<file path="config.mk">
export PLATFORM = sky130hd
export DESIGN_NAME = clkdiv_bank
export DESIGN_NICKNAME = d
export VERILOG_FILES = /design/src/rtl/clkdiv_pkg.sv /design/src/rtl/clkdiv_regs.sv /design/src/rtl/clkdiv_chan.sv /design/src/rtl/clkdiv_bank.sv
export SDC_FILE = /design/constraint.sdc
export NUM_CORES = 1
export LEC_CHECK = 0
export BUFFER_PORTS_ARGS = -buffer_cell sky130_fd_sc_hd__buf_2
export CAP_MARGIN = 10
export CORE_MARGIN = 1.5
export CORE_UTILIZATION = 20
export DETAILED_ROUTE_END_ITERATION = 12
export PLACE_DENSITY_LB_ADDON = 0.15
export SYNTH_ARGS = -nofsm -noshare
export SYNTH_HDL_FRONTEND = slang
export SYNTH_HIERARCHICAL = 1
export SYNTH_SLANG_ARGS = --single-unit
</file>
<file path="constraint.sdc">
create_clock -name clk -period 3.5 [get_ports clk]
set_input_delay 0.175 -clock clk [delete_from_list [all_inputs] [get_ports clk]]
set_output_delay 0.175 -clock clk [all_outputs]
set_load 0.1 [all_outputs]
</file>
<file path="src/rtl/clkdiv_pkg.sv">
`timescale 1ns/1ps
package clkdiv_pkg;
    localparam logic [7:0] ADDR_ID   = 8'h00;
    localparam logic [7:0] ID_VALUE  = 8'h10;
    localparam logic [7:0] ADDR_SYNC = 8'h58;
    localparam logic [7:0] ADDR_UPD  = 8'h5A;
    localparam logic [7:0] DIV_BASE  = 8'h4A;
    localparam logic [7:0] CTL_BASE  = 8'h4B;
    localparam logic [7:0] DRV_BASE  = 8'h3D;
    localparam int         SYNC_BIT  = 2;
    localparam int         BYP_BIT   = 7;

    typedef enum logic [1:0] {
        DV_IDLE = 2'd0,
        DV_HIGH = 2'd1,
        DV_LOW  = 2'd2
    } dv_state_t;
endpackage

</file>
<file path="src/rtl/clkdiv_regs.sv">
`timescale 1ns/1ps
module clkdiv_regs
    import clkdiv_pkg::*;
#(
    parameter int NUM_CH = 5,
    parameter int PD_CH  = 3,
    parameter int CNT_W  = 4
) (
    input  logic                    clk,
    input  logic                    rst_n,
    input  logic                    wr,
    input  logic [7:0]              addr,
    input  logic [7:0]              wdata,
    output logic [7:0]              rdata,
    output logic                    upd_q,
    output logic [NUM_CH*CNT_W-1:0] act_hi,
    output logic [NUM_CH*CNT_W-1:0] act_lo,
    output logic [NUM_CH-1:0]       act_byp,
    output logic [NUM_CH-1:0]       act_on,
    output logic [NUM_CH-1:0]       act_inv,
    output logic                    act_sync
);
    logic [7:0] sh_div [NUM_CH];
    logic [7:0] sh_ctl [NUM_CH];
    logic [7:0] sh_drv [NUM_CH];
    logic [7:0] sh_sync;

    // update flag: set by write, consumed on the next edge
    always_ff @(posedge clk or negedge rst_n) begin
        if (!rst_n) begin
            upd_q    <= 1'b0;
            sh_sync  <= 8'h00;
            act_sync <= 1'b0;
        end else begin
            upd_q <= wr && (addr == ADDR_UPD) && wdata[0];
            if (wr && addr == ADDR_SYNC) sh_sync <= wdata;
            if (upd_q) act_sync <= sh_sync[SYNC_BIT];
        end
    end

    for (genvar g = 0; g < NUM_CH; g++) begin : g_ch
        localparam logic [7:0] A_DIV = DIV_BASE + 8'(2*g);
        localparam logic [7:0] A_CTL = CTL_BASE + 8'(2*g);
        localparam logic [7:0] A_DRV = DRV_BASE + 8'(g);

        always_ff @(posedge clk or negedge rst_n) begin
            if (!rst_n) begin
                sh_div[g] <= 8'h00;
                sh_ctl[g] <= 8'h00;
                sh_drv[g] <= 8'h00;
            end else if (wr) begin
                if (addr == A_DIV) sh_div[g] <= wdata;
                if (addr == A_CTL) sh_ctl[g] <= wdata;
                if (addr == A_DRV) sh_drv[g] <= wdata;
            end
        end

        always_ff @(posedge clk or negedge rst_n) begin
            if (!rst_n) begin
                act_hi[g*CNT_W +: CNT_W] <= '0;
                act_lo[g*CNT_W +: CNT_W] <= '0;
                act_byp[g]               <= 1'b0;
            end else if (upd_q) begin
                act_hi[g*CNT_W +: CNT_W] <= sh_div[g][CNT_W-1:0];
                act_lo[g*CNT_W +: CNT_W] <= sh_div[g][2*CNT_W-1:CNT_W];
                act_byp[g]               <= sh_ctl[g][BYP_BIT];
            end
        end

        if (g < PD_CH) begin : g_pd
            // two-bit power-down field, on only when zero
            always_ff @(posedge clk or negedge rst_n) begin
                if (!rst_n) act_on[g] <= 1'b1;
                else if (upd_q) act_on[g] <= (sh_drv[g][1:0] == 2'b00);
            end
            assign act_inv[g] = 1'b0;
        end else begin : g_lg
            // off bit plus CMOS / inverted-output enables
            always_ff @(posedge clk or negedge rst_n) begin
                if (!rst_n) begin
                    act_on[g]  <= 1'b1;
                    act_inv[g] <= 1'b0;
                end else if (upd_q) begin
                    act_on[g]  <= !sh_drv[g][0];
                    act_inv[g] <= sh_drv[g][3] && sh_drv[g][4];
                end
            end
        end
    end

    always_comb begin
        rdata = 8'h00;
        if (addr == ADDR_ID)   rdata = ID_VALUE;
        if (addr == ADDR_SYNC) rdata = sh_sync;
        if (addr == ADDR_UPD)  rdata = {7'b0, upd_q};
        for (int i = 0; i < NUM_CH; i++) begin
            if (addr == DIV_BASE + 8'(2*i)) rdata = sh_div[i];
            if (addr == CTL_BASE + 8'(2*i)) rdata = sh_ctl[i];
            if (addr == DRV_BASE + 8'(i))   rdata = sh_drv[i];
        end
    end
endmodule

</file>
<file path="src/rtl/clkdiv_chan.sv">
`timescale 1ns/1ps
module clkdiv_chan
    import clkdiv_pkg::*;
#(
    parameter int CNT_W = 4
) (
    input  logic             clk,
    input  logic             rst_n,
    input  logic             run,
    input  logic [CNT_W-1:0] hi,
    input  logic [CNT_W-1:0] lo,
    output logic             ph_hi
);
    dv_state_t        state, state_nx;
    logic [CNT_W-1:0] cnt, cnt_nx;

    always_ff @(posedge clk or negedge rst_n) begin
        if (!rst_n) begin
            state <= DV_IDLE;
            cnt   <= '0;
        end else begin
            state <= state_nx;
            cnt   <= cnt_nx;
        end
    end

    always_comb begin
        state_nx = state;
        cnt_nx   = cnt + 1'b1;
        unique case (state)
            DV_IDLE: begin
                cnt_nx = '0;
                if (run) state_nx = DV_HIGH;
            end
            DV_HIGH: begin
                if (!run) begin
                    state_nx = DV_IDLE;
                    cnt_nx   = '0;
                end else if (cnt >= hi) begin
                    state_nx = DV_LOW;
                    cnt_nx   = '0;
                end
            end
            DV_LOW: begin
                if (!run) begin
                    state_nx = DV_IDLE;
                    cnt_nx   = '0;
                end else if (cnt >= lo) begin
                    state_nx = DV_HIGH;
                    cnt_nx   = '0;
                end
            end
            default: begin
                state_nx = DV_IDLE;
                cnt_nx   = '0;
            end
        endcase
    end

    always_comb begin
        ph_hi = (state == DV_HIGH);
    end
endmodule

</file>
<file path="src/rtl/clkdiv_bank.sv">
`timescale 1ns/1ps
module clkdiv_bank #(
    parameter int NUM_CH = 5,
    parameter int PD_CH  = 3,
    parameter int CNT_W  = 4
) (
    input  logic              clk,
    input  logic              rst_n,
    input  logic              reg_wr,
    input  logic [7:0]        reg_addr,
    input  logic [7:0]        reg_wdata,
    output logic [7:0]        reg_rdata,
    output logic [NUM_CH-1:0] clk_out,
    output logic [NUM_CH-1:0] clk_out_n
);
    logic                    upd_q;
    logic                    act_sync;
    logic [NUM_CH*CNT_W-1:0] act_hi, act_lo;
    logic [NUM_CH-1:0]       act_byp, act_on, act_inv;
    logic [NUM_CH-1:0]       ph_hi, src;

    clkdiv_regs #(.NUM_CH(NUM_CH), .PD_CH(PD_CH), .CNT_W(CNT_W)) u_regs (
        .clk      (clk),
        .rst_n    (rst_n),
        .wr       (reg_wr),
        .addr     (reg_addr),
        .wdata    (reg_wdata),
        .rdata    (reg_rdata),
        .upd_q    (upd_q),
        .act_hi   (act_hi),
        .act_lo   (act_lo),
        .act_byp  (act_byp),
        .act_on   (act_on),
        .act_inv  (act_inv),
        .act_sync (act_sync)
    );

    for (genvar g = 0; g < NUM_CH; g++) begin : g_out
        clkdiv_chan #(.CNT_W(CNT_W)) u_chan (
            .clk   (clk),
            .rst_n (rst_n),
            .run   (act_on[g] & ~act_sync & ~act_byp[g]),
            .hi    (act_hi[g*CNT_W +: CNT_W]),
            .lo    (act_lo[g*CNT_W +: CNT_W]),
            .ph_hi (ph_hi[g])
        );
        assign src[g]       = act_byp[g] ? clk : ph_hi[g];
        assign clk_out[g]   = act_on[g] & ~act_sync & src[g];
        assign clk_out_n[g] = act_on[g] & ~act_sync & act_inv[g] & ~src[g];
    end
endmodule

</file>
==> key figures <==
Route
  • Final Routed Wirelength: 35600 µm
  • Router iterations before antenna repair: 5
  • DR vias/cell: 4.51
  • Via Count: 8130
  • Drt drc: 0
  • Antenna-violating nets left: 0
  • Initial DRC Count: 494
  • Detail-routed net length per standard cell: 19.8 µm

Placed design
  • IO Port Bufs: 33
  • GPL Wtd Cong: 0.847
  • Post-DP Area: 12400 µm²
  • Post-DP HPWL: approximately 25000 µm
  • Placed insts: 1718

Layout
  • Finished Layout Cells: 1802
  • Share of cells above drive strength 1: 31.6%
  • Layout area overhead: 25.1%
  • Nets@finish: 1109
  • Final instance area: 14100 µm²

Min path
  • WHS Path Cells: 2
  • Worst hold endpoint: u_regs/sh_div[15]$_DFFE_PN0P_
  • Min-delay src: reg_wdata[7]
  • Worst min path class: in -> reg

Worst setup path
  • Worst Setup Start Kind: clock port
  • Buf+Inv Stages, Crit Path: 7
  • CP max stage cell: and4b_2
  • Crit Path Category: clk -> out
  • Worst r2r src: u_regs/act_sync$_DFFE_PN0P_
  • CP top delay family: buffers and inverters
  • Reg2Reg Depth: 6
  • CP arrival: 3.19 ns
  • Worst path max stage delay: 0.25 ns
  • Reg-to-reg endpoint: g_out[4].u_chan/state[1]$_DFFE_PN0P_
  • Max FO, Critical Path: 3
  • Critical Path Most Common Cell: clkbuf_16
  • Worst path required time: 3.32 ns
  • CP Cell Sequence: clkbuf_16 > clkbuf_16 > clkbuf_16 > clkbuf_16 > mux2i_4 > clkbuf_16 > clkbuf_16 > and4b_2 > buf_12
  • Setup slack, reg-to-reg: 1.38 ns
  • Critical Path End Type: primary output

GRT
  • Largest net degree at the start of global routing: 95
  • Initial antenna violation count: 2
  • GR Overflow Total: 0
  • GRT Total Usage: between 10% and 20%
  • Number of global-route vias before repair: around 8500
  • First-pass GRT wire length: 54800 µm

Clock network
  • Clk pin slew, worst setup/hold paths: 0.06 ns
  • Post-CTS Setup Inserts: 0
  • Worst-Skew Late Latency: approximately 0.68 ns
  • CTS tree: built

Synth
  • Mean Syn Cell Area: 11.6 µm²
  • Yosys cell types: 70
  • Post-Syn Area: 11200 µm²
  • Number of synthesized flops with an enable pin: 0
  • Sequential-to-total area share from yosys stat: 47.2%
  • Ys flop type: dfrtp_1
  • Synthesis-stage register bit count: 212
  • FFs w/ async S/R, synth: 100%
  • Syn Inst Count: 968
  • YS warnings: 6

Floorplan
  • Initial Util: between 20 and 25%
  • Die X: 240 µm
  • Core Area: 55300 µm²
  • Die area: 57600 µm²
  • I/O pin count: 37
  • Die Ht: between 200 and 250 µm
  • Row count: 86

Timing
  • Setup TNS: 0 ns
  • Hold slack: 0.105 ns
  • Slew margin rel.: roughly a third
  • Worst-Margin Slew: a little over 1 ns
  • Final clock skew: 0.0154 ns
  • Unrepaired setup endpoints after global routing: false
  • Slew Viols, Final: 0
  • Final hold vios: 0
  • Final Setup Violations: 0

Run
  • Max-cap violations: 0

Power
  • P_leak: about 6.3 nW
  • Power Density: 513 nW/µm²
  • Worst vdd ir: 379 µV
  • Power Total: 0.00722 W

Status
  • Outcome: finished clean
-- state kept, by name, summed over array words and instances, names as in the netlist, 8 cells and up --
register            count
u_regs/sh_sync          8
u_regs/act_lo          20
u_regs/sh_div          40
g_out.u_chan/state     10
u_regs/sh_ctl          40
u_regs/act_hi          20
u_regs/sh_drv          40
g_out.u_chan/cnt       20
-- worst max path at each step --
stage                start            to  slack (ns)  cells past startpoint
4_1_cts                clk  clk_out_n[3]        0.09                      9
6_report               clk  clk_out_n[3]        0.14                      9
3_3_place_gp   reg_addr[5]  reg_rdata[3]        0.64                      8
2_1_floorplan  reg_addr[0]  reg_rdata[1]        0.38                      8
5_1_grt                clk  clk_out_n[3]        0.07                      9
3_5_place_dp   reg_addr[5]  reg_rdata[3]        0.68                      8
-- cell type report --
type	count	area (µm²)
diodes	1	2.50
multi-input cells	653	5560
inverters	55	206
clock inverters	15	215
well taps	748	936
clock buffers	71	1400
fillers	5815	41200
repair buffers	47	438
flip-flops and latches	212	5310
-- stage by stage --
step	setup WS [ns]	util, %
floorplan	0.380	-
global placement	0.639	22.5
detailed placement	0.683	22.5
CTS	0.0876	25.4
global route	0.0722	25.4
finish	0.137	25.4
-- logic make-up after synthesis --
family | synth area share (%)
compound gates | 11.7
simple gates | 10.6
buf+inv | 3.69
xor+xnor | 0.779
fa+ha+maj | 7.23
mux | 18.7
other cells | 0.0334
flops | 47.2
-- layer usage --
layer | global-route usage, % | part of all wire (%) | vias to the layer above
met5 | 0 | 0.036 | -
met4 | 5.68 | 2.6 | 2
met1 | 17.3 | 47 | 4148
met2 | 19.4 | 45 | 209
met3 | 3.72 | 5.7 | 73
li1 | - | - | 3698
-- layout by cell type (no fill, tap or decap), types with 7 or more instances in the layout --
master / count
buf_4: 16
and3_1: 21
dfrtp_1: 206
o2111ai_1: 10
clkbuf_1: 10
a211oi_1: 12
nand2_1: 38
nand2b_1: 12
a31oi_1: 13
nor3_1: 11
o21ai_0: 30
a21oi_1: 31
nor2_1: 34
a221oi_1: 9
buf_2: 22
nor2b_1: 7
clkbuf_16: 49
o22ai_1: 20
a22oi_1: 8
inv_1: 55
nor3b_1: 9
mux2_2: 179
mux2i_1: 7
or3b_1: 8
nand3_1: 23
nor2_2: 8
ha_1: 65
buf_12: 11
-- power breakdown --
group / internal, W / switching (W)
combinational: 0.000241 / 0.000394
clock: 0.00256 / 0.00137
sequential: 0.00256 / 0.0000942
total: 0.00536 / 0.00186
-- cell usage after synthesis, drive strengths merged, types with 5 or more instances --
cell / instances / area (µm²)
dfrtp: 207 / 5180
mux2: 179 / 2020
ha: 65 / 813
inv: 55 / 206
nor2: 45 / 211
nand2: 39 / 149
clkbuf: 34 / 128
o21ai: 32 / 160
a21oi: 31 / 155
nand3: 23 / 115
and3: 21 / 131
o22ai: 20 / 125
buf: 16 / 81.3
a31oi: 13 / 81.3
a211oi: 12 / 90.1
nand2b: 12 / 75.1
nor3: 11 / 55.1
a221oi: 10 / 87.6
o2111ai: 10 / 87.6
mux2i: 9 / 90.1
nor3b: 9 / 67.6
o32ai: 9 / 109
a22oi: 8 / 60.1
or3b: 8 / 70.1
nor2b: 7 / 43.8
o221ai: 6 / 52.6
a22o: 5 / 78.8
and4b: 5 / 50.1
dfstp: 5 / 131
nand3b: 5 / 37.5
xnor2: 5 / 43.8
xor2: 5 / 43.8
-- repair_timing --
item / CTS / global route
hold endpoints to repair: 92 / 0
setup endpoints to repair: 7 / 0
gates resized for setup: 14 / 0
hold buffers: 4 / 0
No activity file was read; power rests on OpenSTA's default activity.
